<file path="src/rtl/slc96_pkg.sv">
package slc96_pkg;

    localparam int OCT_W     = 6;
    localparam int N_OCT     = 6;
    localparam int MSG_BITS  = OCT_W * N_OCT;
    localparam int RUN_MAX   = 6;
    localparam int ADDR_W    = 4;
    localparam int DATA_W    = 8;
    localparam int POS_W     = $clog2(MSG_BITS);
    localparam int OIDX_W    = $clog2(N_OCT);
    localparam int BIDX_W    = $clog2(OCT_W);

    localparam logic [ADDR_W-1:0] ADDR_STAT = 4'h6;
    localparam logic [ADDR_W-1:0] ADDR_CTRL = 4'h7;
    localparam int REARM_BIT = 7;

    // flag order: bit0 start, bit1 end, bit2 abort
    typedef struct packed {
        logic abt;
        logic eot;
        logic sot;
    } flags_t;

    typedef struct packed {
        logic              en;
        logic              bank;
        logic [OIDX_W-1:0] oct;
        logic [BIDX_W-1:0] bitp;
        logic              val;
    } bitwr_t;

    function automatic logic [OIDX_W-1:0] oct_of(input logic [POS_W-1:0] pos);
        int p;
        p = int'(pos);
        return OIDX_W'(p / OCT_W);
    endfunction

    function automatic logic [BIDX_W-1:0] bit_of(input logic [POS_W-1:0] pos);
        int p;
        p = int'(pos);
        return BIDX_W'(OCT_W - 1 - (p % OCT_W));
    endfunction

endpackage

</file>
<file path="src/rtl/slc96_bit_asm.sv">
module slc96_bit_asm
    import slc96_pkg::*;
#(
    parameter int RUN_LEN = RUN_MAX
) (
    input  logic   clk,
    input  logic   rst,
    input  logic   mode_on,
    input  logic   bit_vld,
    input  logic   bit_in,
    input  logic   msg_start,
    input  logic   rearm,
    output bitwr_t wr,
    output flags_t ev,
    output logic   last_bank
);
    localparam int RUN_W = $clog2(RUN_LEN + 1);
    localparam logic [POS_W-1:0] LAST_POS = POS_W'(MSG_BITS - 1);

    logic             busy_q;
    logic             halt_q;
    logic             tgt_q;
    logic             last_q;
    logic [POS_W-1:0] pos_q;
    logic [RUN_W-1:0] run_q;
    logic [RUN_W-1:0] run_nx;
    logic             hit;
    logic             take;

    assign take   = mode_on && bit_vld && !halt_q && !rearm;
    assign run_nx = bit_in ? run_q + 1'b1 : '0;
    assign hit    = (run_nx == RUN_W'(RUN_LEN));

    always_comb begin
        wr = '0;
        ev = '0;
        if (take && hit) begin
            ev.abt = 1'b1;
        end else if (take && msg_start) begin
            wr.en   = 1'b1;
            wr.bank = ~last_q;
            wr.oct  = oct_of('0);
            wr.bitp = bit_of('0);
            wr.val  = bit_in;
            ev.sot  = 1'b1;
        end else if (take && busy_q) begin
            wr.en   = 1'b1;
            wr.bank = tgt_q;
            wr.oct  = oct_of(pos_q);
            wr.bitp = bit_of(pos_q);
            wr.val  = bit_in;
            ev.eot  = (pos_q == LAST_POS);
        end
    end

    always_ff @(posedge clk) begin
        if (rst) begin
            busy_q <= 1'b0;
            halt_q <= 1'b0;
            tgt_q  <= 1'b0;
            last_q <= 1'b1;
            pos_q  <= '0;
            run_q  <= '0;
        end else if (rearm) begin
            halt_q <= 1'b0;
            busy_q <= 1'b0;
            run_q  <= '0;
        end else if (!mode_on) begin
            busy_q <= 1'b0;
            run_q  <= '0;
        end else if (take) begin
            if (hit) begin
                halt_q <= 1'b1;
                busy_q <= 1'b0;
                run_q  <= '0;
            end else begin
                run_q <= run_nx;
                if (msg_start) begin
                    busy_q <= 1'b1;
                    tgt_q  <= ~last_q;
                    pos_q  <= POS_W'(1);
                end else if (busy_q) begin
                    if (pos_q == LAST_POS) begin
                        busy_q <= 1'b0;
                        last_q <= tgt_q;
                    end else begin
                        pos_q <= pos_q + 1'b1;
                    end
                end
            end
        end
    end

    assign last_bank = last_q;

endmodule

</file>
<file path="src/rtl/slc96_msg_buf.sv">
module slc96_msg_buf
    import slc96_pkg::*;
(
    input  logic              clk,
    input  logic              rst,
    input  bitwr_t            wr,
    input  logic              rd_bank,
    input  logic [OIDX_W-1:0] rd_oct,
    output logic [OCT_W-1:0]  rd_oct_data
);
    localparam int N_BANK = 2;

    logic [OCT_W-1:0] mem [N_BANK][N_OCT];

    for (genvar b = 0; b < N_BANK; b++) begin : g_bank
        for (genvar o = 0; o < N_OCT; o++) begin : g_oct
            always_ff @(posedge clk) begin
                if (rst) begin
                    mem[b][o] <= '0;
                end else if (wr.en && (wr.bank == 1'(b)) && (wr.oct == OIDX_W'(o))) begin
                    mem[b][o][wr.bitp] <= wr.val;
                end
            end
        end
    end

    always_comb begin
        rd_oct_data = '0;
        for (int o = 0; o < N_OCT; o++) begin
            if (rd_oct == OIDX_W'(o)) rd_oct_data = mem[rd_bank][o];
        end
    end

endmodule

</file>
<file path="src/rtl/slc96_regs.sv">
module slc96_regs
    import slc96_pkg::*;
(
    input  logic              clk,
    input  logic              rst,
    input  logic              reg_rd,
    input  logic              reg_wr,
    input  logic [ADDR_W-1:0] reg_addr,
    input  logic [DATA_W-1:0] reg_wdata,
    input  flags_t            ev,
    input  logic              last_bank,
    input  logic              blk_ie,
    input  logic [OCT_W-1:0]  oct_data,
    output logic              rd_bank,
    output logic [OIDX_W-1:0] rd_oct,
    output logic [DATA_W-1:0] rd_data,
    output logic              rearm,
    output flags_t            stat,
    output logic              irq
);
    localparam int NF = $bits(flags_t);

    flags_t            stat_q;
    logic [NF-1:0]     en_q;
    logic [DATA_W-1:0] rd_q;
    logic [DATA_W-1:0] rd_mux;
    logic              rd_stat;
    logic              wr_ctrl;
    logic              is_oct;
    logic              unused_wdata;

    assign rd_bank      = reg_addr[ADDR_W-1];
    assign rd_oct       = reg_addr[OIDX_W-1:0];
    assign is_oct       = (rd_oct < OIDX_W'(N_OCT));
    assign rd_stat      = reg_rd && (reg_addr == ADDR_STAT);
    assign wr_ctrl      = reg_wr && (reg_addr == ADDR_CTRL);
    assign rearm        = wr_ctrl && reg_wdata[REARM_BIT];
    assign unused_wdata = ^reg_wdata[REARM_BIT-1:NF];

    always_comb begin
        rd_mux = '0;
        if (reg_addr == ADDR_STAT) begin
            rd_mux = DATA_W'({last_bank, stat_q});
        end else if (reg_addr == ADDR_CTRL) begin
            rd_mux = DATA_W'(en_q);
        end else if (is_oct) begin
            rd_mux = DATA_W'(oct_data);
        end
    end

    always_ff @(posedge clk) begin
        if (rst) begin
            stat_q <= '0;
            en_q   <= '0;
            rd_q   <= '0;
        end else begin
            stat_q <= (rd_stat ? flags_t'('0) : stat_q) | ev;
            if (wr_ctrl) en_q <= reg_wdata[NF-1:0];
            if (reg_rd) rd_q <= rd_mux;
        end
    end

    assign rd_data = rd_q;
    assign stat    = stat_q;
    assign irq     = blk_ie && (|(stat_q & en_q));

endmodule

</file>
<file path="src/rtl/slc96_dl_rx.sv">
module slc96_dl_rx
    import slc96_pkg::*;
(
    input  logic              clk,
    input  logic              rst,
    input  logic              mode_slc96,
    input  logic              bit_vld,
    input  logic              bit_in,
    input  logic              msg_start,
    input  logic              blk_irq_en,
    input  logic              reg_rd,
    input  logic              reg_wr,
    input  logic [ADDR_W-1:0] reg_addr,
    input  logic [DATA_W-1:0] reg_wdata,
    output logic [DATA_W-1:0] rd_data,
    output logic              irq
);
    bitwr_t            wr;
    flags_t            ev;
    flags_t            stat_bits;
    logic              last_bank;
    logic              rearm;
    logic              rd_bank;
    logic [OIDX_W-1:0] rd_oct;
    logic [OCT_W-1:0]  oct_data;

    slc96_bit_asm #(.RUN_LEN(RUN_MAX)) u_asm (
        .clk       (clk),
        .rst       (rst),
        .mode_on   (mode_slc96),
        .bit_vld   (bit_vld),
        .bit_in    (bit_in),
        .msg_start (msg_start),
        .rearm     (rearm),
        .wr        (wr),
        .ev        (ev),
        .last_bank (last_bank)
    );

    slc96_msg_buf u_buf (
        .clk         (clk),
        .rst         (rst),
        .wr          (wr),
        .rd_bank     (rd_bank),
        .rd_oct      (rd_oct),
        .rd_oct_data (oct_data)
    );

    slc96_regs u_regs (
        .clk       (clk),
        .rst       (rst),
        .reg_rd    (reg_rd),
        .reg_wr    (reg_wr),
        .reg_addr  (reg_addr),
        .reg_wdata (reg_wdata),
        .ev        (ev),
        .last_bank (last_bank),
        .blk_ie    (blk_irq_en),
        .oct_data  (oct_data),
        .rd_bank   (rd_bank),
        .rd_oct    (rd_oct),
        .rd_data   (rd_data),
        .rearm     (rearm),
        .stat      (stat_bits),
        .irq       (irq)
    );

endmodule

</file>
<file path="config.mk">
export PLATFORM = sky130hd
export DESIGN_NAME = slc96_dl_rx
export DESIGN_NICKNAME = d
export VERILOG_FILES = /design/src/rtl/slc96_pkg.sv /design/src/rtl/slc96_bit_asm.sv /design/src/rtl/slc96_msg_buf.sv /design/src/rtl/slc96_regs.sv /design/src/rtl/slc96_dl_rx.sv
export SDC_FILE = /design/constraint.sdc
export NUM_CORES = 1
export LEC_CHECK = 0
export BUFFER_PORTS_ARGS = -buffer_cell sky130_fd_sc_hd__buf_2
export CORE_AREA = 2 2 103 105
export CTS_CLUSTER_DIAMETER = 150
export DETAILED_ROUTE_END_ITERATION = 10
export DIE_AREA = 0 0 105 107
export PLACE_DENSITY = 0.76
export SLEW_MARGIN = 20
export SYNTH_ARGS = -nofsm -noshare
export SYNTH_HDL_FRONTEND = slang
export SYNTH_SLANG_ARGS = --single-unit
</file>
<file path="constraint.sdc">
create_clock -name clk -period 2.77 [get_ports clk]
set_input_delay 0.554 -clock clk [delete_from_list [all_inputs] [get_ports clk]]
set_output_delay 0.554 -clock clk [all_outputs]
set_load 0.03 [all_outputs]
</file>
**Word level (Yosys, flattened, before mapping)**

Memories as Yosys holds them, arrays and structs flattened.
Cells that the tools add are included.

- Register bits: 27
- RAM bits: 72
- Input bits: 21
- Output and inout port bits: 9
- Logic and storage cells: 291
- Memories: 1

- $add $sub $neg: 3
- Divide/modulo/power cells: 2
- $lt $le $gt $ge: 3
- Equal/unequal tests: 15
- Muxes and demuxes: 139
- Bitwise gates (word level): 80
- Reductions and logical operators: 37

Memory list:

| memory | depth | bits a word | read ports | clocked after memory_dff | write ports | RTL line | source |
|---|---|---|---|---|---|---|---|
| u_buf.mem | 2 | 36 | 1 | 0 | 2 | slc96_msg_buf.sv:13 | `logic [OCT_W-1:0] mem [N_BANK][N_OCT];` |

Operator list:

| kind | number |
|---|---|
| 2-to-1 mux 6 bit | 22 |
| 2-to-1 mux 1 bit | 107 |
| OR 1 bit | 72 |
| divider 7 x 4 -> 32 bit, second input constant | 1 |
| remainder unit 7 x 4 -> 32 bit, second input constant | 1 |
| 2-to-1 mux 9 bit | 3 |
| logical AND 1 bit | 25 |
| 2-to-1 mux 8 bit | 2 |
| == test 3 bit, second input constant | 5 |
| == test 3 x 2 -> 1 bit, second input constant | 4 |
| 2-to-1 mux 3 bit | 3 |
| == test 4 x 3 -> 1 bit, second input constant | 2 |
| AND reduction 7 bit | 1 |
| adder 6 x 1 -> 6 bit, second input constant | 1 |
| == test 3 x 1 -> 1 bit, second input constant | 2 |
| == test 6 bit, second input constant | 1 |
| zero test 3 bit | 2 |
| inverter 1 bit | 6 |
| AND reduction 6 bit | 1 |
| OR reduction 3 bit | 2 |
| AND reduction 5 bit | 1 |
| less-than comparator 3 x 4 -> 1 bit, second input constant | 1 |
| adder 3 x 1 -> 3 bit, second input constant | 1 |
| AND 3 bit | 1 |
| other kinds (11) | 12 |

**Depth between registers and ports, before layout**

- Depth after elaboration: 16
- Depth in mapped cells: 12
- Mapped depth without buffers: 8

**Cells and area by module**

From an unflattened synthesis, not the netlist that was laid out.

- Cell total of the unflattened synthesis: 600
- Area total of the unflattened synthesis: 5814.3 um2

Modules (own cells, without submodules):

| module | times used | cells an instance | area an instance (um2) | sequential area each (um2) |
|---|---|---|---|---|
| slc96_msg_buf | 1 | 398 | 4144.0 | 2162.1 |
| slc96_bit_asm | 1 | 132 | 1032.2 | 260.2 |
| slc96_regs | 1 | 70 | 638.1 | 240.2 |

**Worst setup path after synthesis**

No wires, ideal clock.

- Path kind: register to register
- Start: register u_asm.pos_q[4]
- End: memory u_buf.mem[1][25] (netlist bit) (enable)
- Setup time: 0.304 ns
- Arrival time: 2.728 ns
- Data required time: 2.466 ns
- Slack: -0.262 ns
- Cell stages (with the launch flop): 12
- Buffers on the path: 3
- Clock period less this slack: 3.032 ns
- Path through: dfxtp_1 -> buf_2 -> clkbuf_1 -> ha_1 -> and3b_4 -> a221o_1 -> or3_1 -> a2111oi_2 -> a21o_2 -> nand3_2 -> buf_6 -> o21ai_1

RTL lines:

| element | RTL line | source |
|---|---|---|
| start, declared | slc96_bit_asm.sv:24 | `logic [POS_W-1:0] pos_q;` |
| start signal, assigned | slc96_bit_asm.sv:87 | `pos_q <= pos_q + 1'b1;` |
| end, declared | slc96_msg_buf.sv:13 |  |

==> results.toml <==
[cells_and_area]
final_util = 0.6860
proportion_of_layout_cells_with_a_drive_suffix_above_1 = 0.3238
layout-area-overhead-vs-synth_pct = 24.45
antenna_cells_inserted = 0
nets = 685
fillers = 721

[synthesis]
syn-cell-area_mm2 = 0.005563
synth_enable_flop_cells = 72
share_of_synthesized_area_occupied_by_flip_flops_and_latches = 0.4786
postSynthRegisterBits = 97
synthesis.instances = 605
syn_area_per_cell_um2 = 9.195
post_synth_num_cell_types = 69
postSynth.asyncResetShare = 0
synth-warning-count = 0
synth-main-ff-cell = "edfxtp_1"

[placement]
dp.final_hpwl_mm = 10.22
io_buffer_count = 23
finalWeightedCongestion = 0.9002

[setup_path]
timing.critical_path.max_delay_family = "compound AO/OA/AOI/OAI gates"
critical_path_buf_inv_count = 1
worst_path_max_delay_cell = "a2111oi_4"
cp_slowest_stage_delay_ns = 0.37
crit_cells = 9
r2r_cells = 9
worst_ep_arrival_time_ns = 2.91
critical_path_source_type = "flop"
worst_path_required_time_ns = 2.85
path_max_fanout = 13
setup_crit_path_kind = "flop to flop"
end_kind = "flop"
crit_path_cell_trace = "ha_4, and3b_4, a221o_1, or3_4, a2111oi_4, a21o_4, nand3_4, buf_12, o21ai_1"

[pwr]
power_density_relative_to_cell_area_mw_per_mm2 = 409.2
irDropWorstVdd_uv = 254.6
net-switching-power_w = 0.0007318
power.internal_w = 0.002101
clock_power_share = 0.320
share_seq_of_total_power = 0.569
power.combinational.fraction = 0.111
proportion_of_total_power_due_to_net_switching = 0.2583
p_leak_nw = 2.501

[die]
die_area_mm2 = 0.01124
floorplan.die.height_um = 107
placeableCoreArea_mm2 = 0.01009
floorplan.initialDensity = 0.5512
ioPinCount = 30
die_x_um = 105
rows = 37

[flow_run]
max_cap_violations = 0

[drt]
postRouteWirelength_mm = 15.59
via_count = 4999
viasPerCell = 6.249
drtPass1Iterations = 6
ant_nets = 0
detail_route.iter0.violations = 647
detail_route.wl_per_cell_um = 19.48
drcViolationCount = 0

[clock_tree]
cts.hold.buffers_added = 0
cts_max_path_bufs = 2
insertion_delay_ns = 0.38
clock_transition_at_path_regs_ns = 0.10
number_of_buffers_created_by_cts = 9
cts_sinks = 97
clk_root_buffer_cell = "clkbuf_8"
htree_levels = 3
cts_tree = "built"

[sta]
min_period_over_period = 1.019
timing.slew.headroom = 0.3635
timing.final.crit_period_ns = 2.823
setup-tns-final_ns = -0.3789
worst-slew-pin-transition_ns = 0.9548
finalMaxSlewViolations = 0
timing.final.setup_violations = 21
worst_slack_ns = -0.05310
fmax_mhz = 354.2
timing_hold_violations_final = 0
rsz0062_at_grt = "yes"
holdWs_ns = 0.4086
finClkSkew_ns = 0.01418

[global_route]
overflow = 0
grt_first_pass_wirelength_mm = 23.56
grt_antenna_before_repair = 0
vias_in_the_first_global_route = 4623
grt_util_all_layers = 0.2735
pin_count_of_the_biggest_net_entering_global_routing = 75

[status]
status = "complete, but fails checks"
violations = "setup timing"

[worst_hold_path]
whs_path_depth = 3
worstHoldPathType = "input pin to flop"
## registers in the layout, summed over array words and instances (netlist names), 3 cells and up
| register | cells |
|---|---|
| u_regs.rd_data | 6 |
| u_buf.mem | 72 |
| u_regs.en_q | 3 |
| u_regs.stat | 3 |
| u_asm.pos_q | 6 |
| u_asm.run_q | 3 |
## synth_stat cells (3+ instances only)
library cell  count  area (um^2)
or2_2             3        18.77
dfxtp_1          25        500.5
a22oi_1           4        30.03
o2111ai_1         3        26.28
a211oi_1          4        30.03
a311oi_1          4        35.03
or3_1             7        43.79
nor3_1           16        80.08
o221ai_1          4        35.03
xnor2_1           3        26.28
buf_1             3        11.26
nand2_1          41        153.9
buf_2             7        35.03
nor2_1          112        420.4
nand3b_1          4        30.03
nand3_1          13        65.06
o21ai_0          61        305.3
ha_1              5        62.56
and3_1            4        25.02
inv_1             8        30.03
nand4_1           5        31.28
a31oi_1           7        43.79
o21ai_1          13        65.06
o21a_1            3        22.52
o31ai_1          10        75.07
mux4_2            4        90.09
edfxtp_1         72         2162
mux2i_1          22        220.2
nor2b_1          12        75.07
nor2_2            5        31.28
clkbuf_1         36        135.1
a21oi_1          26        130.1
nand2b_1         12        75.07
buf_4             3        22.52
## what timing repair did
action | CTS | global route
endpoints found under the hold margin | 0 | 0
resized for setup | 32 | 75
setup buffers | 9 | 9
pin swaps | 25 | 15
setup endpoints to repair | 109 | 122
gates cloned | 2 | 1
## tightest hold or removal path, stage by stage
cell	delay (ns)
buf_2	0.08
mux2i_1	0.06
nor2_1	0.07
## power groups by stage
| stage | combinational, W | clock, W | sequential, W |
|---|---|---|---|
| floorplan | 0.000187 | 0 | 0.00165 |
| global placement | 0.000270 | 0 | 0.00164 |
| detailed placement | 0.000276 | 0 | 0.00165 |
| CTS | 0.000285 | 0.000893 | 0.00161 |
| global route | 0.000336 | 0.000959 | 0.00162 |
| finish | 0.000314 | 0.000906 | 0.00161 |
## kinds of logic after synthesis
group,synth area share
buffers and inverters,0.04611
adder cells (fa/ha/maj),0.01125
multiplexers,0.05983
XOR/XNOR,0.007874
AND/OR/NAND/NOR,0.2179
other,0.0006741
flip-flops,0.4786
AO/OA/AOI/OAI,0.1777
## cells in the final DEF (no fill, tap or decap), types with 6 or more instances in the layout
| cell type | instances |
|---|---|
| o21ai_0 | 17 |
| mux2i_1 | 21 |
| buf_4 | 52 |
| nand2b_1 | 12 |
| nand2_2 | 8 |
| a21oi_1 | 24 |
| o21ai_1 | 27 |
| nor2_1 | 101 |
| o21ai_2 | 28 |
| buf_2 | 23 |
| nor2b_1 | 12 |
| a31oi_1 | 6 |
| nand2_4 | 7 |
| nand2_1 | 26 |
| nor2_2 | 12 |
| edfxtp_1 | 72 |
| inv_1 | 7 |
| nor3_1 | 14 |
| buf_6 | 10 |
| nand3_1 | 9 |
| o31ai_1 | 6 |
| clkbuf_8 | 9 |
| dfxtp_1 | 23 |
## layout make-up
type / instances / area (um^2) / share of cell area
Multi-Input combinational cell: 450 / 3078 / 0.4446
Tap cell: 136 / 170.2 / 0.02458
Timing Repair Buffer: 93 / 793.3 / 0.1146
Clock inverter: 5 / 33.78 / 0.004880
Sequential cell: 97 / 2665 / 0.3850
Clock buffer: 11 / 152.6 / 0.02205
Inverter: 8 / 30.03 / 0.004338
## final timing paths
| path | start | endpoint | slack (ns) |
|---|---|---|---|
| setup / recovery | u_asm.pos_q[4] | u_buf.mem[1][19] | -0.05 |
| hold / removal | reg_wdata[1] | u_regs.en_q[1] | 0.41 |
| setup reg to reg | u_asm.pos_q[4] | u_buf.mem[1][19] | -0.05 |
| hold reg to reg | u_regs.rd_data[1] | u_regs.rd_data[1] | 0.48 |
## per-stage QoR
stage	instances	instance area, um^2	setup slack [ns]	total power (W)
global placement	764	6175	-0.09260	0.001913
floorplan	606	5748	-0.2112	0.001840
detailed placement	764	6175	-0.1955	0.001922
CTS	791	6586	-0.04119	0.002791
finish	800	6923	-0.05310	0.002833
global route	800	6923	-0.1429	0.002913
## per-layer routing
metal / wire length, um / GRT usage
met5: 0 / 0
met4: 466 / 0.1200
met3: 1243 / 0.04985
met2: 7805 / 0.4601
met1: 6070 / 0.3467
Note: power is estimated with default switching activity, not from simulation.
